==> config.mk <==
export PLATFORM = sky130hd
export DESIGN_NAME = iova_xlate
export DESIGN_NICKNAME = d
export VERILOG_FILES = /design/src/rtl/iova_pkg.sv /design/src/rtl/iova_regs.sv /design/src/rtl/iova_window.sv /design/src/rtl/iova_tcache.sv /design/src/rtl/iova_xlate.sv
export SDC_FILE = /design/constraint.sdc
export NUM_CORES = 1
export LEC_CHECK = 0
export ABC_AREA = 1
export BUFFER_PORTS_ARGS = -buffer_cell sky130_fd_sc_hd__buf_4
export CORE_UTILIZATION = 38
export CTS_BUF_LIST = sky130_fd_sc_hd__clkbuf_8 sky130_fd_sc_hd__clkbuf_16
export DETAILED_ROUTE_END_ITERATION = 8
export SYNTH_ARGS = -nofsm -noshare
export SYNTH_HDL_FRONTEND = slang
export SYNTH_SLANG_ARGS = --single-unit
==> constraint.sdc <==
create_clock -name clk -period 8.8 [get_ports clk]
set_clock_uncertainty 0.1 [all_clocks]
set_input_delay 0.44 -clock clk [delete_from_list [all_inputs] [get_ports clk]]
set_output_delay 0.44 -clock clk [all_outputs]
set_load 0.02 [all_outputs]
==> src/rtl/iova_pkg.sv <==
`timescale 1ns/1ps
package iova_pkg;
    typedef enum logic [1:0] {
        ST_IDLE  = 2'd0,
        ST_FETCH = 2'd1,
        ST_RESP  = 2'd2
    } walk_state_t;

    localparam int REG_CTRL       = 0;
    localparam int REG_BASE       = 1;
    localparam int REG_FLUSH_ALL  = 2;
    localparam int REG_FLUSH_PAGE = 3;
    localparam int REG_SLOT0      = 4;

    localparam int PG_SH   = 12;
    localparam int VPN_W   = 32 - PG_SH;
    localparam int PPN_W   = 19;
    localparam int E_PPN_LO = 8;
    localparam int E_PPN_HI = E_PPN_LO + PPN_W - 1;
    localparam int E_CCH   = 7;
    localparam int E_WR    = 2;
    localparam int E_VLD   = 1;

    typedef struct packed {
        logic [PPN_W-1:0] ppn;
        logic             wr;
        logic             cch;
    } tc_data_t;
endpackage

==> src/rtl/iova_regs.sv <==
`timescale 1ns/1ps
module iova_regs
    import iova_pkg::*;
#(
    parameter int SLOTS  = 4,
    parameter int CFG_AW = 3
) (
    input  logic              clk,
    input  logic              rst_n,
    input  logic              cfg_we,
    input  logic [CFG_AW-1:0] cfg_addr,
    input  logic [31:0]       cfg_wdata,
    output logic              xlate_en,
    output logic [2:0]        range_code,
    output logic [31:0]       tbl_base,
    output logic [SLOTS-1:0]  slot_byp,
    output logic [SLOTS-1:0]  slot_b30,
    output logic              flush_all,
    output logic              flush_pg,
    output logic [VPN_W-1:0]  flush_vpn
);
    always_ff @(posedge clk) begin
        if (!rst_n) begin
            xlate_en   <= 1'b0;
            range_code <= 3'd0;
            tbl_base   <= 32'd0;
        end else if (cfg_we) begin
            if (cfg_addr == CFG_AW'(REG_CTRL)) begin
                xlate_en   <= cfg_wdata[0];
                range_code <= cfg_wdata[4:2];
            end
            if (cfg_addr == CFG_AW'(REG_BASE))
                tbl_base <= cfg_wdata;
        end
    end

    for (genvar s = 0; s < SLOTS; s++) begin : g_slot
        always_ff @(posedge clk) begin
            if (!rst_n) begin
                slot_byp[s] <= 1'b0;
                slot_b30[s] <= 1'b0;
            end else if (cfg_we && cfg_addr == CFG_AW'(REG_SLOT0 + s)) begin
                slot_byp[s] <= cfg_wdata[0];
                slot_b30[s] <= cfg_wdata[16];
            end
        end
    end

    assign flush_all = cfg_we && (cfg_addr == CFG_AW'(REG_FLUSH_ALL));
    assign flush_pg  = cfg_we && (cfg_addr == CFG_AW'(REG_FLUSH_PAGE));
    assign flush_vpn = cfg_wdata[31:PG_SH];
endmodule

==> src/rtl/iova_window.sv <==
`timescale 1ns/1ps
module iova_window
    import iova_pkg::*;
(
    input  logic [2:0]       range_code,
    input  logic [31:0]      va,
    output logic             in_win,
    output logic [PPN_W-1:0] idx
);
    logic [31:0] hi_mask;

    assign hi_mask = 32'hFFFF_FFFF << (5'd24 + {2'b00, range_code});
    assign in_win  = &(va | ~hi_mask);
    assign idx     = va[30:PG_SH] & ~hi_mask[30:PG_SH];
endmodule

==> src/rtl/iova_tcache.sv <==
`timescale 1ns/1ps
module iova_tcache
    import iova_pkg::*;
#(
    parameter int ENTRIES = 8
) (
    input  logic               clk,
    input  logic               rst_n,
    input  logic [VPN_W-1:0]   lk_vpn,
    output logic               hit,
    output tc_data_t           hit_data,
    input  logic               fill_en,
    input  logic [VPN_W-1:0]   fill_vpn,
    input  tc_data_t           fill_data,
    input  logic               flush_all,
    input  logic               flush_pg,
    input  logic [VPN_W-1:0]   flush_vpn,
    output logic [ENTRIES-1:0] valid_vec
);
    localparam int PTR_W = (ENTRIES > 1) ? $clog2(ENTRIES) : 1;

    logic [VPN_W-1:0]   tag [ENTRIES];
    tc_data_t           dat [ENTRIES];
    logic [ENTRIES-1:0] match;
    logic [PTR_W-1:0]   rr_ptr;

    for (genvar e = 0; e < ENTRIES; e++) begin : g_ent
        assign match[e] = valid_vec[e] && (tag[e] == lk_vpn);

        always_ff @(posedge clk) begin
            if (!rst_n) begin
                valid_vec[e] <= 1'b0;
                tag[e]       <= '0;
                dat[e]       <= '0;
            end else if (flush_all) begin
                valid_vec[e] <= 1'b0;
            end else if (flush_pg && tag[e] == flush_vpn) begin
                valid_vec[e] <= 1'b0;
            end else if (fill_en && rr_ptr == PTR_W'(e)) begin
                valid_vec[e] <= 1'b1;
                tag[e]       <= fill_vpn;
                dat[e]       <= fill_data;
            end
        end
    end

    always_comb begin
        hit      = |match;
        hit_data = '0;
        for (int e = 0; e < ENTRIES; e++)
            if (match[e]) hit_data = hit_data | dat[e];
    end

    always_ff @(posedge clk) begin
        if (!rst_n)
            rr_ptr <= '0;
        else if (fill_en)
            rr_ptr <= (rr_ptr == PTR_W'(ENTRIES - 1)) ? '0 : rr_ptr + 1'b1;
    end
endmodule

==> src/rtl/iova_xlate.sv <==
`timescale 1ns/1ps
module iova_xlate
    import iova_pkg::*;
#(
    parameter int TC_ENTRIES = 8,
    parameter int SLOTS      = 4,
    parameter int CFG_AW     = $clog2(SLOTS + REG_SLOT0),
    parameter int SLOT_W     = (SLOTS > 1) ? $clog2(SLOTS) : 1
) (
    input  logic              clk,
    input  logic              rst_n,
    input  logic              cfg_we,
    input  logic [CFG_AW-1:0] cfg_addr,
    input  logic [31:0]       cfg_wdata,
    input  logic              req_valid,
    output logic              req_ready,
    input  logic [31:0]       req_va,
    input  logic              req_write,
    input  logic [SLOT_W-1:0] req_slot,
    output logic              resp_valid,
    output logic              resp_fault,
    output logic [30:0]       resp_pa,
    output logic              resp_cacheable,
    output logic              mem_req,
    output logic [31:0]       mem_addr,
    input  logic              mem_rvalid,
    input  logic [31:0]       mem_rdata
);
    walk_state_t state, state_nx;

    logic                  xlate_en;
    logic [2:0]            range_code;
    logic [31:0]           tbl_base;
    logic [SLOTS-1:0]      slot_byp, slot_b30;
    logic                  flush_all, flush_pg;
    logic [VPN_W-1:0]      flush_vpn;
    logic                  in_win;
    logic [PPN_W-1:0]      win_idx;
    logic                  tc_hit;
    tc_data_t              tc_data;
    logic [TC_ENTRIES-1:0] tc_valid;

    logic [31:0] va_q, maddr_q;
    logic        wr_q, stale_q;
    logic        res_fault, res_cch;
    logic [30:0] res_pa;

    logic        accept, bypass_sel, any_flush;
    logic        fast_done, fast_fault, fast_cch;
    logic [30:0] fast_pa;
    logic        walk_fault, walk_cch, fill_en;
    logic [30:0] walk_pa;
    tc_data_t    fill_data;

    iova_regs #(.SLOTS(SLOTS), .CFG_AW(CFG_AW)) u_regs (
        .clk(clk), .rst_n(rst_n), .cfg_we(cfg_we), .cfg_addr(cfg_addr),
        .cfg_wdata(cfg_wdata), .xlate_en(xlate_en), .range_code(range_code),
        .tbl_base(tbl_base), .slot_byp(slot_byp), .slot_b30(slot_b30),
        .flush_all(flush_all), .flush_pg(flush_pg), .flush_vpn(flush_vpn)
    );

    iova_window u_win (
        .range_code(range_code), .va(req_va), .in_win(in_win), .idx(win_idx)
    );

    iova_tcache #(.ENTRIES(TC_ENTRIES)) u_tc (
        .clk(clk), .rst_n(rst_n), .lk_vpn(req_va[31:PG_SH]),
        .hit(tc_hit), .hit_data(tc_data),
        .fill_en(fill_en), .fill_vpn(va_q[31:PG_SH]), .fill_data(fill_data),
        .flush_all(flush_all), .flush_pg(flush_pg), .flush_vpn(flush_vpn),
        .valid_vec(tc_valid)
    );

    assign accept     = req_valid && (state == ST_IDLE);
    assign bypass_sel = slot_byp[req_slot];
    assign any_flush  = flush_all || flush_pg;

    // Decision for requests answered without a table read
    always_comb begin
        fast_done  = 1'b1;
        fast_fault = 1'b0;
        fast_cch   = 1'b0;
        fast_pa    = '0;
        if (bypass_sel) begin
            fast_pa = {slot_b30[req_slot], req_va[29:0]};
        end else if (!xlate_en) begin
            fast_pa = req_va[30:0];
        end else if (!in_win) begin
            fast_fault = 1'b1;
        end else if (tc_hit) begin
            if (req_write && !tc_data.wr) begin
                fast_fault = 1'b1;
            end else begin
                fast_pa  = {tc_data.ppn, req_va[PG_SH-1:0]};
                fast_cch = tc_data.cch;
            end
        end else begin
            fast_done = 1'b0;
        end
    end

    // Decode of a fetched table entry
    always_comb begin
        fill_data.ppn = mem_rdata[E_PPN_HI:E_PPN_LO];
        fill_data.wr  = mem_rdata[E_WR];
        fill_data.cch = mem_rdata[E_CCH];
        walk_fault    = !mem_rdata[E_VLD] || (wr_q && !mem_rdata[E_WR]);
        walk_pa       = walk_fault ? '0 : {fill_data.ppn, va_q[PG_SH-1:0]};
        walk_cch      = walk_fault ? 1'b0 : fill_data.cch;
        fill_en       = (state == ST_FETCH) && mem_rvalid && mem_rdata[E_VLD]
                        && !stale_q && !any_flush;
    end

    // State register
    always_ff @(posedge clk) begin
        if (!rst_n) state <= ST_IDLE;
        else        state <= state_nx;
    end

    always_comb begin
        state_nx = state;
        unique case (state)
            ST_IDLE:  if (accept) state_nx = fast_done ? ST_RESP : ST_FETCH;
            ST_FETCH: if (mem_rvalid) state_nx = ST_RESP;
            ST_RESP:  state_nx = ST_IDLE;
            default:  state_nx = ST_IDLE;
        endcase
    end

    // Outputs
    always_comb begin
        req_ready      = (state == ST_IDLE);
        mem_req        = (state == ST_FETCH);
        resp_valid     = (state == ST_RESP);
        mem_addr       = maddr_q;
        resp_fault     = res_fault;
        resp_pa        = res_pa;
        resp_cacheable = res_cch;
    end

    // Request and result holding registers
    always_ff @(posedge clk) begin
        if (!rst_n) begin
            va_q      <= '0;
            wr_q      <= 1'b0;
            maddr_q   <= '0;
            stale_q   <= 1'b0;
            res_fault <= 1'b0;
            res_cch   <= 1'b0;
            res_pa    <= '0;
        end else if (accept) begin
            va_q      <= req_va;
            wr_q      <= req_write;
            maddr_q   <= tbl_base + 32'({win_idx, 2'b00});
            stale_q   <= 1'b0;
            res_fault <= fast_fault;
            res_cch   <= fast_cch;
            res_pa    <= fast_pa;
        end else if (state == ST_FETCH) begin
            if (any_flush) stale_q <= 1'b1;
            if (mem_rvalid) begin
                res_fault <= walk_fault;
                res_cch   <= walk_cch;
                res_pa    <= walk_pa;
            end
        end
    end
endmodule

Yosys cells after proc, flatten, opt, wreduce, memory -nomap -nowiden
Memory sizes are Yosys's and may differ from the RTL's.
Cells that the tools add are included.
- memories: 2
- register bits after elaboration: 156
- output and inout bits: 68
- memory bits (writable): 328
- input bits: 107
- $lt $le $gt $ge: 1
- shifts and indexed selects: 1
- add/subtract/negate cells: 3
- reduce and logical (&&, ||, !) cells: 65
- multiplexer cells: 104
- equality and inequality tests: 34
- bitwise gates (word level): 28
- memories (memory ; depth ; bits a word ; rd ports ; clocked after Yosys merged registers in ; write ports ; line ; source):
    u_tc.dat ; 8 ; 21 ; 8 ; 0 ; 8 ; iova_tcache.sv:23 ; tc_data_t dat [ENTRIES];
    u_tc.tag ; 8 ; 20 ; 8 ; 0 ; 8 ; iova_tcache.sv:22 ; logic [VPN_W-1:0] tag [ENTRIES];
- operators by type and width (cell ; count):
    2-to-1 mux 21 bit ; 16
    == test 20 bit ; 16
    2-to-1 mux 31 bit ; 9
    2-to-1 mux 20 bit ; 8
    OR 21 bit ; 7
    2-to-1 mux 1 bit ; 64
    logical AND 1 bit ; 37
    adder 32 x 21 -> 32 bit ; 1
    inverter 32 bit ; 1
    OR 32 bit ; 1
    AND reduction 32 bit ; 1
    << shifter 32 x 5 -> 32 bit (first input constant) ; 1
    == test 3 bit (second input constant) ; 8
    OR reduction 3 bit ; 8
    AND 19 bit ; 1
    inverter 19 bit ; 1
    OR 1 bit ; 16
    == test 3 x 2 -> 1 bit (second input constant) ; 4
    AND reduction 2 bit ; 5
    OR reduction 8 bit ; 1
    == test 3 x 1 -> 1 bit (second input constant) ; 2
    zero test 3 bit ; 2
    2-to-1 mux 2 bit ; 3
    adder 4 x 4 -> 5 bit (first input constant) ; 1
    14 further kinds ; 22

Logic depth before layout (Yosys ltp)
- depth after elaboration: 25
- gate-level depth with buffers: 17
- depth with buffers taken out: 16

Modules after synthesis
Synthesis repeated with hierarchy kept, for this count alone.
- cell total of the unflattened synthesis: 3555
- area total of the unflattened synthesis: 27288.7 um2
- by module, submodules not included (module ; sequential area each (um2) ; area an instance (um2) ; cells each ; times used):
    iova_tcache ; 10069.7 ; 18975.7 ; 2226 ; 1
    iova_xlate ; 2021.9 ; 5992.0 ; 971 ; 1
    iova_regs ; 880.8 ; 2080.7 ; 309 ; 1
    iova_window ; 0.0 ; 240.2 ; 49 ; 1

Worst setup path before layout
Ideal clock, no wire load.
- path type: reg2reg
- from: reg state[0]
- to: mem u_tc.dat[1][0] in the netlist's numbering, enable pin
- cell stages (with the launch flop): 8
- arrival: 4318 ps
- clock period less this slack: 4919 ps
- slack: 3881 ps
- path through: dfxtp_1 > inv_1 > nor2_2 > nand2_1 > nor3_2 > inv_1 > buf_2 > o31ai_1
- RTL lines (item ; line ; source):
    start: declaration ; iova_xlate.sv:29 ; walk_state_t state, state_nx;
    start signal: assignment ; iova_xlate.sv:117 ; else state <= state_nx;
    end: declaration ; iova_tcache.sv:23 ;

==> flow_summary_export.csv <==
group,metric,value,unit
synth,yosys_register_bits,484,
floorplan,die-area,67880,sq um
setup_path,crit_chain,"inv_1 > nor2_2 > nand2_1 > nor3_2 > inv_1 > nor4_1 > or2_2 > buf_4",
power,pwr_density_cell,185.5,nW/um^2
run_status,status,"finished with violations",
global_route,grt_pass1_wl,135400,microns
placement,dp_cells,3999,
cts,clockBufferDepth,3,
power,switching_share,0.2703,
cells_and_area,final-instance-count-excl-fill,4125,
power,power_frac_clock,0.415,
timing,worstMarginPinSlew,1176,ps
run,drv_cap,0,
cts,cts_inserted_buffers,53,
floorplan,rows,94,
global_route,grt.total_usage,0.2751,
placement,io_buffers,164,
timing,final_hold_viol_count,0,
synth,synthArstFlopShare,0,
setup_path,r2r_cells,8,
global_route,grt_max_degree,95,
synth,ys_warn_count,0,
cts,cts.clk_slew.worst_paths,60,ps
cts,worstSkewPairLatency,640,ps
power,leakagePower,0.01223,uW
floorplan,dieHeight,260.5,microns
floorplan,core-area,65980,sq um
timing,slew_headroom,0.2152,
timing,finalSetupViolCount,0,
cells_and_area,diodes,0,
power,power,5432,uW
drt,dr.pass1.iters,8,
hold_path,hp-class,"primary input to flip-flop",
drt,drc,15,
power,power_switching,1468,uW
drt,first_iter_violations,2408,
synth,syn_inst,3087,
cts,post_cts_buffers,0,
synth,syn_avg_cell_area,8.227,sq um
synth,seq_area_frac_synth,0.5108,
hold_path,hold_depth,4,
placement,gp_congestion,1.025,
power,power.internal,3964,uW
timing,slew_viol_final,0,
cts,cts_sinks,484,
hold_path,min_to,"stale_q",
synth,synth.cell_area,25400,sq um
global_route,grt-ovfl-total,0,
placement,hpwlAfterDp,63380,microns
drt,wirelength,94900,microns
setup_path,end_kind,"flip-flop",
setup_path,r2r_setup_slack,4840,ps
power,p_comb_frac,0.112,
timing,rsz0062_at_grt,"false",
drt,wl_per_cell,23.01,microns
cells_and_area,nNetsFinal,3350,
cells_and_area,area_growth,15.32,%
global_route,antenna_found_initial,1,
hold_path,min_from,"cfg_addr[2]",
setup_path,startpoint_type,"flip-flop",
cts,cts_max_level,2,
setup_path,r2r_start,"state[0]",
floorplan,fp.dieW,260.5,microns
setup_path,cp.arrival,4140,ps
power,pwr-share-seq,0.473,
timing,fmax,252.5,MHz
timing,setup_tns,0,ps
setup_path,critical_path_buf_inv_count,3,
timing,fin_crit,3961,ps
drt,routed_via_density,5.328,
synth,yosysUniqueCellTypes,54,
synth,syn_nets,3220,
setup_path,critPathTopFamily,"simple AND/OR/NAND/NOR gates",
synth,synth_edf_count,328,
cells_and_area,drive_gt1_frac,0.1132,
drt,ant_nets,0,
setup_path,crit_type,"flip-flop to flip-flop",
power,irDropWorstVdd,0.0001529,V
setup_path,crit_top_cell,"inv_1",
global_route,grt_pass1_vias,20220,
setup_path,path_max_fanout,22,
floorplan,pin_count,175,
timing,period_share,0.4501,
setup_path,slowest_delay,750,ps
drt,vias,21980,
cts,cts_root_buf,"clkbuf_16",
floorplan,start_util,0.3849,
cts,tritoncts,"built",
synth,yosys_most_used_dff,"edfxtp_1",
setup_path,r2r-end,"u_tc.dat[1][50]",
setup_path,crit_required,8970,ps
setup_path,slowest_stage,"nor3_2",
run_status,violations,"design-rule violations",
[sequential cells by signal, indices dropped and copies added, names as in the netlist, 8 cells and up]
| name | flops |
|---|---|
| u_tc.dat | 168 |
| resp_pa | 31 |
| u_tc.tag | 160 |
| mem_addr | 32 |
| va_q | 32 |
| u_tc.valid_vec | 8 |
| u_regs.tbl_base | 32 |
[final cells by class]
type	instances	area, sq um
clock inverter	39	314.1
inverter	426	1605
clock buffer	60	1434
sequential	484	12970
multi-input combinational	2033	10170
tap	864	1081
timing repair buffer	219	1712
fill	6587	36690
[synthesized netlist by cell type, drive strengths merged (2+ instances only)]
master | number | area share
a21oi | 125 | 0.028
mux2i | 18 | 0.0071
nand4 | 31 | 0.0076
a211oi | 3 | 0.00089
clkbuf | 91 | 0.014
ha | 25 | 0.012
o21a | 5 | 0.0015
edfxtp | 328 | 0.39
xor2 | 60 | 0.021
nand3b | 4 | 0.0012
buf | 53 | 0.015
a31oi | 16 | 0.0039
or2 | 7 | 0.0017
xnor2 | 77 | 0.027
inv | 379 | 0.056
nand3 | 92 | 0.022
o211ai | 17 | 0.0050
dfxtp | 156 | 0.12
o21bai | 2 | 0.00059
nand2 | 562 | 0.083
nor3 | 37 | 0.0075
nor3b | 3 | 0.00089
nor4 | 20 | 0.0049
o22ai | 119 | 0.029
and2 | 2 | 0.00049
a311oi | 3 | 0.0010
clkinv | 47 | 0.0069
o21ai | 159 | 0.031
nor2 | 634 | 0.095
o221ai | 3 | 0.0010
[through the flow]
step	utilization	setup WS, ps	area, sq um	hold WS (ps)
after global placement	0.4133	4751	27270	345.8
final	0.4439	4839	29290	26.18
after floorplan	-	3881	25400	329.7
after global routing	0.4439	4586	29290	37.30
after CTS	0.4439	4829	29290	5.853
after detailed placement	0.4133	4747	27270	356.0
[cells in the final DEF, fill, tap and decap left out, types with 60 or more instances in the layout]
| master | synthesis | layout |
|---|---|---|
| xnor2_1 | 77 | 77 |
| a21oi_1 | 104 | 104 |
| edfxtp_1 | 328 | 328 |
| inv_1 | 367 | 380 |
| nand2_1 | 560 | 553 |
| nor2_1 | 623 | 620 |
| buf_4 | 9 | 192 |
| o22ai_1 | 119 | 119 |
| xor2_1 | 60 | 60 |
| nand3_1 | 70 | 67 |
| o21ai_0 | 145 | 143 |
| dfxtp_1 | 156 | 156 |
[power by group through the flow]
stage / Sequential (uW) / Clock (uW) / Combinational (uW)
after global routing: 2580 / 2360 / 652
after detailed placement: 2620 / 0 / 588
after global placement: 2610 / 0 / 586
after floorplan: 2630 / 0 / 325
final: 2570 / 2250 / 610
after CTS: 2570 / 2280 / 600
[metal layers]
layer	GRT usage	vias to the layer above	wire length (microns)
met4	0.1111	0	3983
met1	0.3697	10350	38730
met5	0	-	0
li1	-	10330	-
met2	0.4353	1097	42920
met3	0.05186	204	9267
[cells by family after synthesis]
family | count (synthesis) | synth area share
compound gates | 459 | 0.1047
xor+xnor | 137 | 0.04724
flops | 484 | 0.5108
mux | 18 | 0.007094
buf+inv | 570 | 0.09183
fa+ha+maj | 26 | 0.01310
simple gates | 1393 | 0.2253
[tightest hold or removal path: stages]
cell     delay (ps)
buf_4            80
nor2_1           50
nand3_1          70
a21oi_1          50
[what timing repair did]
item                      4_1_cts  5_1_grt
hold endpoints to repair       41        0
resized for setup               0        0
hold buffers                   27        0
[worst max path at each step]
| stage | slack, ps | to | cells past startpoint | start |
|---|---|---|---|---|
| 5_1_grt | 4590 | u_tc.tag[0][13] | 8 | state[0] |
| 3_5_place_dp | 4750 | u_tc.dat[1][54] | 10 | cfg_we |
| 6_report | 4840 | u_tc.dat[1][50] | 8 | state[0] |
| 3_3_place_gp | 4750 | u_tc.tag[0][13] | 10 | cfg_we |
| 4_1_cts | 4830 | u_tc.dat[1][49] | 8 | state[0] |
| 2_1_floorplan | 3880 | u_tc.dat[1][0] | 7 | state[0] |
(Power assumes the default switching activity.)
